**src/rtl/ctimer_pkg.sv**
```systemverilog
// Package: shared offsets, control field positions and the control word type
// for the per-core countdown timer.
package ctimer_pkg;

    localparam int CT_DATA_W = 32;
    localparam int CT_SEL_W  = 2;

    // Register offsets (byte addresses)
    localparam logic [7:0] OFF_RELOAD = 8'h00;
    localparam logic [7:0] OFF_COUNT  = 8'h04;
    localparam logic [7:0] OFF_CTRL   = 8'h08;
    localparam logic [7:0] OFF_STAT   = 8'h0C;

    // Control word bit positions
    localparam int BIT_EN    = 0;
    localparam int BIT_AR    = 1;
    localparam int BIT_IE    = 2;
    localparam int PSC_LSB   = 8;
    localparam int PSC_W     = 8;

    typedef struct packed {
        logic [CT_SEL_W-1:0] psc;
        logic                ie;
        logic                ar;
        logic                en;
    } ctl_t;

    // Build the 32-bit read image of a control value
    function automatic logic [CT_DATA_W-1:0] ctl_image(input ctl_t c);
        logic [CT_DATA_W-1:0] w;
        w = '0;
        w[BIT_EN] = c.en;
        w[BIT_AR] = c.ar;
        w[BIT_IE] = c.ie;
        w[PSC_LSB +: CT_SEL_W] = c.psc;
        return w;
    endfunction

endpackage

```
**src/rtl/ctimer_regs.sv**
```systemverilog
// Module: ctimer_regs
// Decodes the register port, holds the reload value and control word, and
// drives read data. It produces one-cycle strobes for the other sub-blocks.
// Assumes one access per cycle and whole-word accesses.
module ctimer_regs
    import ctimer_pkg::*;
#(
    parameter int DATA_W  = 32,
    parameter int ADDR_W  = 4,
    parameter int PSC_MAX = 3
) (
    input  logic              clk,
    input  logic              rst_n,
    input  logic              wr_en,
    input  logic              rd_en,
    input  logic [ADDR_W-1:0] addr,
    input  logic [DATA_W-1:0] wdata,
    input  logic [DATA_W-1:0] cnt_q,
    input  logic              raw_q,
    output ctl_t              ctl_q,
    output logic [DATA_W-1:0] reload_q,
    output logic              wr_reload,
    output logic              wr_count,
    output logic              wr_ctrl,
    output logic              wr_stat,
    output logic              en_rise,
    output logic [DATA_W-1:0] rdata
);

    logic              hit_reload, hit_count, hit_ctrl, hit_stat;
    logic [PSC_W-1:0]  psc_field;
    logic [CT_SEL_W-1:0] psc_sat;
    logic [CT_DATA_W-1:0] ctl_word;

    // Offset decode
    always_comb begin
        hit_reload = (addr == ADDR_W'(OFF_RELOAD));
        hit_count  = (addr == ADDR_W'(OFF_COUNT));
        hit_ctrl   = (addr == ADDR_W'(OFF_CTRL));
        hit_stat   = (addr == ADDR_W'(OFF_STAT));
    end

    // Write strobes per register
    always_comb begin
        wr_reload = wr_en && hit_reload;
        wr_count  = wr_en && hit_count;
        wr_ctrl   = wr_en && hit_ctrl;
        wr_stat   = wr_en && hit_stat;
        en_rise   = wr_ctrl && !ctl_q.en && wdata[BIT_EN];
    end

    // Saturate the written prescale selector to the supported ceiling
    always_comb begin
        psc_field = wdata[PSC_LSB +: PSC_W];
        if (psc_field > PSC_W'(PSC_MAX))
            psc_sat = CT_SEL_W'(PSC_MAX);
        else
            psc_sat = psc_field[CT_SEL_W-1:0];
    end

    // Reload value register
    always_ff @(posedge clk) begin
        if (!rst_n)
            reload_q <= '0;
        else if (wr_reload)
            reload_q <= wdata;
    end

    // Control word register
    always_ff @(posedge clk) begin
        if (!rst_n) begin
            ctl_q <= '0;
        end else if (wr_ctrl) begin
            ctl_q.en  <= wdata[BIT_EN];
            ctl_q.ar  <= wdata[BIT_AR];
            ctl_q.ie  <= wdata[BIT_IE];
            ctl_q.psc <= psc_sat;
        end
    end

    assign ctl_word = ctl_image(ctl_q);

    // Read multiplexer; zero when idle or at an undefined offset
    always_comb begin
        rdata = '0;
        if (rd_en) begin
            if (hit_reload)      rdata = reload_q;
            else if (hit_count)  rdata = cnt_q;
            else if (hit_ctrl)   rdata = DATA_W'(ctl_word);
            else if (hit_stat)   rdata = DATA_W'(raw_q);
        end
    end

endmodule

```
**src/rtl/ctimer_prescale.sv**
```systemverilog
// Module: ctimer_prescale
// Generates one tick every 16^psc clocks while running. The phase counter
// clears whenever clr is high or the timer is stopped. No tick is issued in a
// cycle with clr. Assumes psc never exceeds PSC_MAX.
module ctimer_prescale
    import ctimer_pkg::*;
#(
    parameter int PSC_MAX = 3
) (
    input  logic                clk,
    input  logic                rst_n,
    input  logic                run,
    input  logic                clr,
    input  logic [CT_SEL_W-1:0] psc,
    output logic                tick
);

    localparam int DIV_W = (PSC_MAX == 0) ? 1 : 4 * PSC_MAX;

    logic [DIV_W-1:0] phase_q;
    logic [DIV_W-1:0] lim_tab [0:PSC_MAX];
    logic [DIV_W-1:0] lim_sel;

    // Terminal phase value for each selector setting
    for (genvar g = 0; g <= PSC_MAX; g++) begin : g_lim
        localparam int unsigned LIM = (32'd1 << (4 * g)) - 32'd1;
        assign lim_tab[g] = LIM[DIV_W-1:0];
    end

    assign lim_sel = lim_tab[psc];
    assign tick    = run && !clr && (phase_q == lim_sel);

    // Phase counter advance and clear
    always_ff @(posedge clk) begin
        if (!rst_n)
            phase_q <= '0;
        else if (!run || clr || tick)
            phase_q <= '0;
        else
            phase_q <= phase_q + 1'b1;
    end

endmodule

```
**src/rtl/ctimer_count.sv**
```systemverilog
// Module: ctimer_count
// The remaining-count register. A restart loads restart_val and overrides any
// tick. A tick at count 1 is an expiry, which reloads or stops at zero. A tick
// at count 0 does nothing.
module ctimer_count #(
    parameter int DATA_W = 32
) (
    input  logic              clk,
    input  logic              rst_n,
    input  logic              restart,
    input  logic [DATA_W-1:0] restart_val,
    input  logic              tick,
    input  logic              reload_en,
    input  logic [DATA_W-1:0] reload_val,
    output logic [DATA_W-1:0] cnt_q,
    output logic              expire
);

    localparam logic [DATA_W-1:0] ONE = DATA_W'(1);

    logic [DATA_W-1:0] cnt_d;

    assign expire = tick && !restart && (cnt_q == ONE);

    // Next-count selection
    always_comb begin
        cnt_d = cnt_q;
        if (restart)
            cnt_d = restart_val;
        else if (expire)
            cnt_d = reload_en ? reload_val : '0;
        else if (tick && (cnt_q != '0))
            cnt_d = cnt_q - ONE;
    end

    // Count register
    always_ff @(posedge clk) begin
        if (!rst_n)
            cnt_q <= '0;
        else
            cnt_q <= cnt_d;
    end

endmodule

```
**src/rtl/ctimer_flags.sv**
```systemverilog
// Module: ctimer_flags
// Raw and pending interrupt flags. An expiry sets them; a status write clears
// them, and an expiry in the same cycle wins over the clear.
module ctimer_flags (
    input  logic clk,
    input  logic rst_n,
    input  logic expire,
    input  logic int_en,
    input  logic clear,
    output logic raw_q,
    output logic pend_q
);

    // Raw event flag
    always_ff @(posedge clk) begin
        if (!rst_n)
            raw_q <= 1'b0;
        else if (expire)
            raw_q <= 1'b1;
        else if (clear)
            raw_q <= 1'b0;
    end

    // Pending flag, gated by interrupt enable
    always_ff @(posedge clk) begin
        if (!rst_n)
            pend_q <= 1'b0;
        else if (expire && int_en)
            pend_q <= 1'b1;
        else if (clear)
            pend_q <= 1'b0;
    end

endmodule

```
**src/rtl/core_countdown_timer.sv**
```systemverilog
// Module: core_countdown_timer
// Top level of a per-core countdown timer. It joins the register file, the
// prescaler, the count register and the interrupt flags. irq comes straight
// from the pending-flag register. Assumes PSC_MAX <= 3 and 4 <= ADDR_W <= 8.
module core_countdown_timer
    import ctimer_pkg::*;
#(
    parameter int DATA_W  = 32,
    parameter int ADDR_W  = 4,
    parameter int PSC_MAX = 3
) (
    input  logic              clk,
    input  logic              rst_n,
    input  logic              wr_en,
    input  logic              rd_en,
    input  logic [ADDR_W-1:0] addr,
    input  logic [DATA_W-1:0] wdata,
    output logic [DATA_W-1:0] rdata,
    output logic              irq
);

    ctl_t              ctl_q;
    logic [DATA_W-1:0] reload_q;
    logic [DATA_W-1:0] cnt_q;
    logic [DATA_W-1:0] restart_val;
    logic              wr_reload, wr_count, wr_ctrl, wr_stat, en_rise;
    logic              restart, phase_clr, tick, expire;
    logic              raw_q, pend_q;

    ctimer_regs #(
        .DATA_W (DATA_W),
        .ADDR_W (ADDR_W),
        .PSC_MAX(PSC_MAX)
    ) u_regs (
        .clk      (clk),
        .rst_n    (rst_n),
        .wr_en    (wr_en),
        .rd_en    (rd_en),
        .addr     (addr),
        .wdata    (wdata),
        .cnt_q    (cnt_q),
        .raw_q    (raw_q),
        .ctl_q    (ctl_q),
        .reload_q (reload_q),
        .wr_reload(wr_reload),
        .wr_count (wr_count),
        .wr_ctrl  (wr_ctrl),
        .wr_stat  (wr_stat),
        .en_rise  (en_rise),
        .rdata    (rdata)
    );

    // Restart sources and value: written data wins, otherwise the reload value
    always_comb begin
        restart     = wr_reload || wr_count || en_rise;
        phase_clr   = restart || wr_ctrl;
        restart_val = (wr_reload || wr_count) ? wdata : reload_q;
    end

    ctimer_prescale #(
        .PSC_MAX(PSC_MAX)
    ) u_psc (
        .clk  (clk),
        .rst_n(rst_n),
        .run  (ctl_q.en),
        .clr  (phase_clr),
        .psc  (ctl_q.psc),
        .tick (tick)
    );

    ctimer_count #(
        .DATA_W(DATA_W)
    ) u_cnt (
        .clk        (clk),
        .rst_n      (rst_n),
        .restart    (restart),
        .restart_val(restart_val),
        .tick       (tick),
        .reload_en  (ctl_q.ar),
        .reload_val (reload_q),
        .cnt_q      (cnt_q),
        .expire     (expire)
    );

    ctimer_flags u_flags (
        .clk   (clk),
        .rst_n (rst_n),
        .expire(expire),
        .int_en(ctl_q.ie),
        .clear (wr_stat),
        .raw_q (raw_q),
        .pend_q(pend_q)
    );

    assign irq = pend_q;

endmodule

```
**config.mk**
```make
export PLATFORM = sky130hd
export DESIGN_NAME = core_countdown_timer
export DESIGN_NICKNAME = d
export VERILOG_FILES = /design/src/rtl/ctimer_pkg.sv /design/src/rtl/ctimer_regs.sv /design/src/rtl/ctimer_prescale.sv /design/src/rtl/ctimer_count.sv /design/src/rtl/ctimer_flags.sv /design/src/rtl/core_countdown_timer.sv
export SDC_FILE = /design/constraint.sdc
export NUM_CORES = 1
export LEC_CHECK = 0
export ABC_AREA = 1
export BUFFER_PORTS_ARGS = -buffer_cell sky130_fd_sc_hd__buf_2
export CAP_MARGIN = 0
export CORE_MARGIN = 2
export CORE_UTILIZATION = 25
export DETAILED_ROUTE_END_ITERATION = 7
export HOLD_SLACK_MARGIN = 0.06
export PLACE_DENSITY = 0.47
export SLEW_MARGIN = 20
export SYNTH_ARGS = -nofsm -noshare
export SYNTH_HDL_FRONTEND = slang
export SYNTH_HIERARCHICAL = 1
export SYNTH_SLANG_ARGS = --single-unit
```
**constraint.sdc**
```tcl
create_clock -name clk -period 4.3 [get_ports clk]
set_input_delay 0.43 -clock clk [delete_from_list [all_inputs] [get_ports clk]]
set_output_delay 0.43 -clock clk [all_outputs]
set_load 0.005 [all_outputs]
```
Word-level counts from Yosys, hierarchy flattened
Index checks and enable logic that the tools add are counted.
{ "totals": {"in_bits": 40, "romBits": 0, "out_inout_bits": 33, "mem_count": 0, "reg_bits": 83, "ramBits": 0, "latch_bits": 0} }
{ "op_classes": {"div_mod_pow": 0, "add_sub_neg": 2, "mul": 0, "bitwise": 2, "reduce_logical": 26, "n_mux": 17, "shift": 0, "n_eq_ne": 5, "order_cmp": 2} }
{ "ops": {"columns": ["cell", "count"], "rows": [
  ["$mux W32", 9],
  ["$eq A32 B1 Y1 const B", 1],
  ["$reduce_bool A32 Y1", 1],
  ["$sub A32 B1 Y32 const B", 1],
  ["$bmux W12 S2", 1],
  ["$mux W12", 2],
  ["$add A12 B1 Y12 const B", 1],
  ["$eq A12 B12 Y1", 1],
  ["$logic_and A1 B1 Y1", 12],
  ["$eq A4 B4 Y1 const B", 2],
  ["$gt A8 B2 Y1 const B", 1],
  ["$logic_or A1 B1 Y1", 5],
  ["$eq A4 B3 Y1 const B", 1],
  ["$logic_not A4 Y1", 1],
  ["$mux W1", 4],
  ["$reduce_bool A2 Y1", 2],
  ["$ge A3 B3 Y1 const B", 1],
  ["$logic_not A1 Y1", 3],
  ["$not A2 Y3", 1],
  ["$reduce_bool A3 Y1", 1],
  ["$mux W2", 1],
  ["$reduce_or A2 Y1", 1],
  ["$not A1 Y1", 1]
]} }

Longest topological paths before layout
Gate-level depths: netlist of the first run.
{ "depth": {"depth_word": 13, "ltp_mapped": 22} }

Hierarchy
Netlist of the first run, hierarchy kept.
{ "modules_own_cells": {"columns": ["mod", "instances", "cells_per_inst", "area_per_inst_um2"], "rows": [
  ["ctimer_count", 1, 490, 2900.3],
  ["ctimer_regs", 1, 383, 2208.4],
  ["ctimer_prescale", 1, 98, 650.6],
  ["core_countdown_timer", 1, 109, 514.2],
  ["ctimer_flags", 1, 10, 72.6]
]} }

Worst setup path after synthesis of the first run
Ideal clock, no wire load.
{ "synth_path": {"kind": "input port to flip-flop", "from": "input addr[1]", "to": "register u_cnt.cnt_q[18]", "stages": 19, "slack_ns": 1.487, "arrival_ns": 2.695, "setup_ns": 0.118, "cell_sequence": "nor2_4 -> nand2_1 -> nor3_1 -> nor2_4 -> buf_8 -> nand2_1 -> buf_2 -> clkinv_2 -> nand3_1 -> nor2_1 -> inv_1 -> nor2_4 -> nand2_4 -> nand2_4 -> nor2_8 -> inv_4 -> buf_6 -> o21ai_1 -> a21oi_2"} }
{ "synth_rtl": {"columns": ["item", "line_no", "text"], "rows": [
  ["from (decl)", "core_countdown_timer.sv:16", "input logic [ADDR_W-1:0] addr,"],
  ["$eq A4 B3 Y1 (*)", "ctimer_regs.sv:38", "hit_count = (addr == ADDR_W'(OFF_COUNT));"],
  ["$logic_and A1 B1 Y1 (*)", "ctimer_regs.sv:46", "wr_count = wr_en && hit_count;"],
  ["named net wr_count", "core_countdown_timer.sv:26", "logic wr_reload, wr_count, wr_ctrl, wr_stat, en_rise;"],
  ["$logic_or A1 B1 Y1 (*) (2 in series)", "core_countdown_timer.sv:55", "restart = wr_reload || wr_count || en_rise;"],
  ["named net restart", "core_countdown_timer.sv:27", "logic restart, phase_clr, tick, expire;"],
  ["$logic_or A1 B1 Y1", "core_countdown_timer.sv:56", "phase_clr = restart || wr_ctrl;"],
  ["$logic_not A1 Y1", "ctimer_prescale.sv:31", "assign tick = run && !clr && (phase_q == lim_sel);"],
  ["$logic_and A1 B1 Y1 (2 in series)", "ctimer_prescale.sv:31", null],
  ["$logic_and A1 B1 Y1 (2 in series)", "ctimer_count.sv:23", "assign expire = tick && !restart && (cnt_q == ONE);"],
  ["$mux W32", "ctimer_count.sv:30", "else if (expire)"],
  ["$mux W32", "ctimer_count.sv:28", "if (restart)"],
  ["to (signal assigned)", "ctimer_count.sv:41", "cnt_q <= cnt_d;"],
  ["to (decl)", "ctimer_count.sv:15", "output logic [DATA_W-1:0] cnt_q,"]
]} }
The timed path passes the listed nets; every way through them passes the cells marked *.
A chain may end at the register's enable or synchronous reset.

Final worst setup path of the first run
{ "layout_path": {"from": "input addr[1]", "to": "register u_cnt.cnt_q[14]"} }
{ "layout_rtl": {"columns": ["item", "line_no"], "rows": [
  ["$eq A4 B3 Y1 (*)", "ctimer_regs.sv:38"],
  ["$logic_and A1 B1 Y1 (*)", "ctimer_regs.sv:46"],
  ["named net wr_count", "core_countdown_timer.sv:26"],
  ["$logic_or A1 B1 Y1 (*) (2 in series)", "core_countdown_timer.sv:55"],
  ["$logic_or A1 B1 Y1 (*)", "core_countdown_timer.sv:56"],
  ["named net phase_clr", "core_countdown_timer.sv:27"],
  ["$logic_not A1 Y1 (*)", "ctimer_prescale.sv:31"],
  ["$logic_and A1 B1 Y1 (*) (2 in series)", "ctimer_prescale.sv:31"],
  ["named net tick", "core_countdown_timer.sv:27"],
  ["$logic_and A1 B1 Y1 (2 in series)", "ctimer_count.sv:23"],
  ["$mux W32", "ctimer_count.sv:30"],
  ["$mux W32", "ctimer_count.sv:28"]
]} }
Marks and branches as above.

==> flow_metrics.py, run 1 <==
metrics = {
    "routing": {
        "drt_iter0_markers": 449,
        "wl_per_cell_um": 15.6,
        "via_count": 6881,
        "drtAntennaViolNets": 0,
        "wl_um": 22900,
        "drcViolationCount": 0,
        "viasPerCell": 4.69,
        "firstDrtPassIters": 5,
    },
    "clock_network": {
        "numCtsBuffers": 9,
        "clock_path_buffers": 2,
        "cts_tree": "built",
        "cts_setup_buffers": 0,
        "worst_setup_hold_path_clk_slew_ns": 0.07,
        "cts_hold_buf": 0,
        "clkSinkCount": 83,
        "cts-root-buf": "clkbuf_16",
        "h-tree-depth": 3,
        "cts_resized": 0,
        "insertion_delay_ns": 0.35,
    },
    "timing": {
        "finalCritPeriodShare": 0.691,
        "setup_viol": 0,
        "worst_pin_slew_ns": 1.01,
        "max_slew_margin": 0.320,
        "fin_skew_ns": 0.00927,
        "fin_tns_setup_ns": 0,
        "hold_viol": 0,
        "rsz0062_at_grt": "false",
        "fmax_ghz": 0.336,
        "fin_crit_ns": 2.97,
        "maxSlewViolCount": 0,
    },
    "floorplan": {
        "start_util": 0.253,
        "die_h_um": 163,
        "core_um2": 25000,
        "rows": 58,
        "die_x_um": 163,
        "dieArea_um2": 26700,
        "io_pins": 73,
    },
    "place": {
        "gp_congestion": 0.873,
        "dp_hpwl_um": 16000,
        "portBuffers": 72,
    },
    "worst_setup_path": {
        "max_stage_delay_ns": 0.45,
        "critical_path_required_ns": 4.54,
        "crit_path_frequent_cell": "nor2_4",
        "slowest_stage": "nor2_8",
        "reg2reg_setup_slack_ns": 1.56,
        "critPathBufInv": 4,
        "cp_max_fo": 33,
        "crit_type": "in -> reg",
        "cp-end-kind": "register",
        "critical_path_arrival_ns": 3.21,
        "crit_chain": "buf_2 > nor2_4 > nand2_1 > nor3_2 > nor2_4 > nand3b_1 > inv_1 > nand2_1 > nor2_1 > nand3_1 > nor2_1 > inv_1 > nor2_4 > nand2_4 > nand2_4 > nor2_8 > inv_4 > o21ai_0 > a21oi_2",
        "cpLargestDelayFamily": "simple AND/OR/NAND/NOR gates",
        "cp-start-kind": "input port",
    },
    "synthesis": {
        "synth_nets": 1133,
        "synth-compound-area-share": 0.146,
        "synth-xor-area-share": 0.0276,
        "yosysSeqAreaShare": 0.262,
        "synth.distinct_cells": 38,
        "synth-simple-area-share": 0.443,
        "ys_ff_latch": 83,
        "synth_mux_area_frac": 0,
        "postSynthCellCount": 1090,
        "synthAdderAreaFrac": 0.00591,
        "syn_area_um2": 6350,
        "synth_top_family_by_area": "simple AND/OR/NAND/NOR gates",
        "synth_warnings": 6,
        "synth_area_per_cell_um2": 5.82,
    },
    "grt": {
        "grt_usage": 0.177,
        "antenna_found_initial": 0,
        "grt.overflow.total": 0,
        "grt_max_degree": 65,
        "grt_pass1_vias": 6557,
        "grt_pass1_wl_um": 37000,
    },
    "layout": {
        "multiInputGateArea_um2": 3970,
        "diodes": 0,
        "seq_area_um2": 1660,
        "area_growth_pct": 13.3,
        "fillers": 2899,
        "layout.nets": 1174,
        "layout_common_cells": "nand2_1, nor2_1, inv_1, nand3_1, a21oi_1",
        "drive_above_1_share": 0.141,
        "layout_commonest_cell": "nand2_1",
    },
    "pwr": {
        "ir_worst_vdd_v": 0.000181,
        "total_power_mw": 2.32,
        "leakage_nw": 3.54,
        "power_density_nw_per_um2": 322,
    },
    "min_path": {
        "hold_path_class": "in -> reg",
    },
    "status": {
        "status": "finished, final reports clean",
    },
    "run": {
        "drv_cap": 0,
    },
}
report_power, final:
group | internal (mW) | leakage [nW] | switching, mW
clock | 0.503 | 0.156 | 0.361
sequential | 0.795 | 0.673 | 0.0442
combinational | 0.206 | 2.71 | 0.408
total | 1.50 | 3.54 | 0.812
worst reg2reg max path: cells and delay by family (launching register included):
family	cells	cell delay, ns
buffers and inverters	2	0.46
AO/OA/AOI/OAI	2	0.34
flip-flops	1	0.47
AND/OR/NAND/NOR	12	1.41
cell type report:
class,instances,area share
inverters,104,0.0548
clock buffers,12,0.0371
repair buffers,82,0.0606
flip-flops and latches,83,0.231
well taps,330,0.0574
clock inverters,4,0.00766
multi-input cells,851,0.551
synthesized netlist by cell type (all sizes together):
cell type  count  area [µm²]
a21boi         1        7.51
nor2         197         860
dfxtp         83        1660
o22ai          7        43.8
nand4          8        50.1
clkbuf        15        60.1
a21oi         87         447
o21bai         7        52.6
clkinv         2        8.75
xnor2         11        96.3
nor3           2        10.0
inv          102         385
o211ai         1        7.51
ha             3        37.5
nand2        345        1370
or2            6        37.5
and2           1        6.26
nand3         88         450
o21ai         74         370
xor2           9        78.8
nand3b         4        30.0
buf           37         278
flip-flops by register name (all words and copies together), names as in the netlist:
signal	cells
u_cnt/cnt_q	32
u_flags/pend_q	1
u_flags/raw_q	1
u_psc/phase_q	12
u_regs/ctl_q	5
u_regs/reload_q	32
layer usage:
metal  wire [µm]  track usage  share of wire  up-vias
met1       11400        0.246           0.50     3169
met3         663       0.0198          0.029       27
met4         464       0.0591          0.020        0
met5           0            0              0        -
li1            -            -              -     3528
met2       10400        0.285           0.45      157
cells by family (layout without fill, tap and decap cells):
kind of cell	count (synthesis)	after routing
adder cells (fa/ha/maj)	3	3
AND/OR/NAND/NOR	651	651
buffers and inverters	156	202
XOR/XNOR	20	20
AO/OA/AOI/OAI	177	177
flip-flops	83	83
stage by stage:
stage	hold WS (ns)	cells	instance area [µm²]	setup slack, ns	utilization
4_1_cts	0.310	1466	7190	1.31	0.287
3_5_place_dp	0.456	1450	6870	0.939	0.274
2_1_floorplan	0.430	1090	6350	1.49	-
5_1_grt	0.315	1466	7190	0.989	0.287
6_report	0.317	1466	7190	1.33	0.287
3_3_place_gp	0.453	1450	6870	0.985	0.274
path summary, 6_finish.rpt:
check | start | end | cells past startpoint
min reg2reg | u_psc/phase_q[0] | u_psc/phase_q[0] | 1
max reg2reg | u_regs/ctl_q[3] | u_cnt/cnt_q[15] | 16
max | addr[1] | u_cnt/cnt_q[14] | 19
min | wdata[18] | u_regs/reload_q[18] | 3
No activity file was read; power rests on OpenSTA's default activity.
==> inputs of run 2 (changes only) <==
--- a/config.mk
+++ b/config.mk
@@ -12,7 +12,7 @@
 export CORE_UTILIZATION = 25
 export DETAILED_ROUTE_END_ITERATION = 7
 export HOLD_SLACK_MARGIN = 0.06
-export PLACE_DENSITY = 0.47
+export PLACE_DENSITY = 0.48
 export SLEW_MARGIN = 20
 export SYNTH_ARGS = -nofsm -noshare
 export SYNTH_HDL_FRONTEND = slang
==> constraint.sdc (replaced) <==
create_clock -name clk -period 2.55 [get_ports clk]
set_input_delay 0.255 -clock clk [delete_from_list [all_inputs] [get_ports clk]]
set_output_delay 0.255 -clock clk [all_outputs]
set_load 0.005 [all_outputs]
==> run 2 against run 1 <==
Net effect:
- power up 67%
- clock skew increased by 0.0018 ns
- critical path depth fell by 2
- wire length up 1.0%
- count of clock-buffer cells in the layout fell by 2
- register-to-register slack got worse by 1.3 ns
- first-iteration DRC count up 8.2%
- sequential cell count is the same
- worst setup slack worse by 1.1 ns
- critical path type is now reg -> reg
- critical endpoint is now u_cnt/cnt_q[3]
==> flow_metrics.py, run 2 (synthesized netlist as in run 1, its figures left out) <==
metrics = {
    "grt": {
        "grt_busiest_layer": "met2",
        "grt_pass1_wl_um": 36500,
        "grt_max_degree": 65,
        "grt_pass1_vias": 6662,
        "grt_usage": 0.175,
        "grt_use_met2": 0.286,
        "antenna_found_initial": 0,
        "use_met3": 0.0203,
        "use_met1": 0.235,
        "grt.overflow.total": 0,
    },
    "clock_network": {
        "clkSinkCount": 83,
        "clock_path_buffers": 2,
        "cts-root-buf": "clkbuf_16",
        "insertion_delay_ns": 0.35,
        "cts_tree": "built",
        "worst_setup_hold_path_clk_slew_ns": 0.07,
        "numCtsBuffers": 9,
        "cts_setup_buffers": 0,
        "h-tree-depth": 3,
    },
    "timing": {
        "fin_crit_ns": 2.30,
        "fmax_ghz": 0.436,
        "setup_viol": 0,
        "fin_tns_setup_ns": 0,
        "finalCritPeriodShare": 0.900,
        "rsz0062_at_grt": "false",
        "worst_slack_ns": 0.255,
        "hold_viol": 0,
        "max_slew_margin": 0.481,
        "worst_pin_slew_ns": 0.773,
        "maxSlewViolCount": 0,
        "fin_skew_ns": 0.0111,
    },
    "worst_setup_path": {
        "cp-end-kind": "register",
        "critical_path_arrival_ns": 2.57,
        "critical_path_required_ns": 2.83,
        "crit_chain": "buf_4 > nor2_1 > nand3_1 > nand2_1 > nand3_2 > nor2_2 > nand3_1 > nor2_1 > inv_1 > nor2_4 > nand2_4 > nand2_4 > nor2_8 > inv_4 > buf_12 > o21ai_1 > a21oi_1",
        "slowest_stage": "dfxtp_1",
        "cp-start-kind": "register",
        "crit_type": "reg -> reg",
        "cp_max_fo": 16,
        "max_stage_delay_ns": 0.37,
    },
    "floorplan": {
        "io_pins": 73,
        "die_h_um": 163,
        "start_util": 0.253,
        "rows": 58,
        "core_um2": 25000,
        "dieArea_um2": 26700,
        "die_x_um": 163,
    },
    "routing": {
        "drtAntennaViolNets": 0,
        "drt_iter0_markers": 486,
        "viasPerCell": 4.68,
        "drcViolationCount": 0,
        "wl_um": 23100,
        "firstDrtPassIters": 5,
        "via_count": 7009,
        "wl_per_cell_um": 15.4,
    },
    "pwr": {
        "power_density_nw_per_um2": 517,
        "total_power_mw": 3.86,
        "ir_worst_vdd_v": 0.000344,
        "leakage_nw": 3.70,
    },
    "layout": {
        "diodes": 0,
        "layout_common_cells": "nand2_1, nor2_1, inv_1, nand3_1, a21oi_1",
        "design_area_um2": 7470,
        "area_growth_pct": 17.7,
        "top_regs": "u_cnt/cnt_q (32), u_regs/reload_q (32), u_psc/phase_q (12)",
        "layout.nets": 1205,
        "layout_commonest_cell": "nand2_1",
        "drive_above_1_share": 0.166,
    },
    "min_path": {
        "hold_path_class": "in -> reg",
    },
    "place": {
        "gp_congestion": 0.913,
        "dp_hpwl_um": 17100,
        "dp_slack_ns": 0.0958,
        "place_area_um2": 7160,
        "portBuffers": 72,
    },
    "status": {
        "status": "finished, final reports clean",
    },
    "run": {
        "drv_cap": 0,
    },
}
run 2: cell types whose count changed in the layout (fill, tap and decap cells not counted), sizes merged:
cell	delta
clkinv	+4
clkbuf	-2
buf	+31
inv	-2
run 2: critical path, delay by kind of cell (launching register included):
kind / cells / cell delay [ns]
buffers and inverters: 4 / 0.54
and+or+nand+nor: 11 / 1.09
DFF: 1 / 0.37
AOI/OAI and AO/OA: 2 / 0.21
run 2: cell type report:
class,count,area (µm²)
multi-input combinational,851,3970
clock buffer,10,239
inverter,104,394
fill,2848,17600
sequential,83,1660
tap,330,413
timing repair buffer,113,718
clock inverter,6,65.1
run 2: stage by stage:
step | utilization | instances | hold slack [ns]
floorplan | - | 1090 | 0.387
global placement | 0.286 | 1481 | 0.450
detailed placement | 0.286 | 1481 | 0.457
CTS | 0.298 | 1497 | 0.142
global route | 0.298 | 1497 | 0.157
finish | 0.298 | 1497 | 0.148
run 2: final timing paths:
kind,end,startpoint,slack (ns),cells after the start
worst max-delay path,u_cnt/cnt_q[3],u_regs/ctl_q[4],0.25,17
worst min-delay path,u_regs/reload_q[25],wdata[25],0.15,3
worst max register to register,u_cnt/cnt_q[3],u_regs/ctl_q[4],0.25,17
worst min register to register,u_psc/phase_q[0],u_psc/phase_q[0],0.47,1
run 2: routing by layer:
| layer | vias up | share of wire |
|---|---|---|
| li1 | 3593 | - |
| met1 | 3223 | 0.47 |
| met2 | 157 | 0.46 |
| met3 | 36 | 0.039 |
| met4 | 0 | 0.027 |
| met5 | - | 0 |
run 2: repair_timing:
action,in CTS,in global routing
hold buffers,0,0
setup endpoints to repair,0,19
resized for setup,0,3
endpoints found under the hold margin,0,0
run 2: power breakdown:
group,internal (mW),switching [mW]
sequential,1.34,0.0677
clock,0.787,0.593
combinational,0.370,0.703
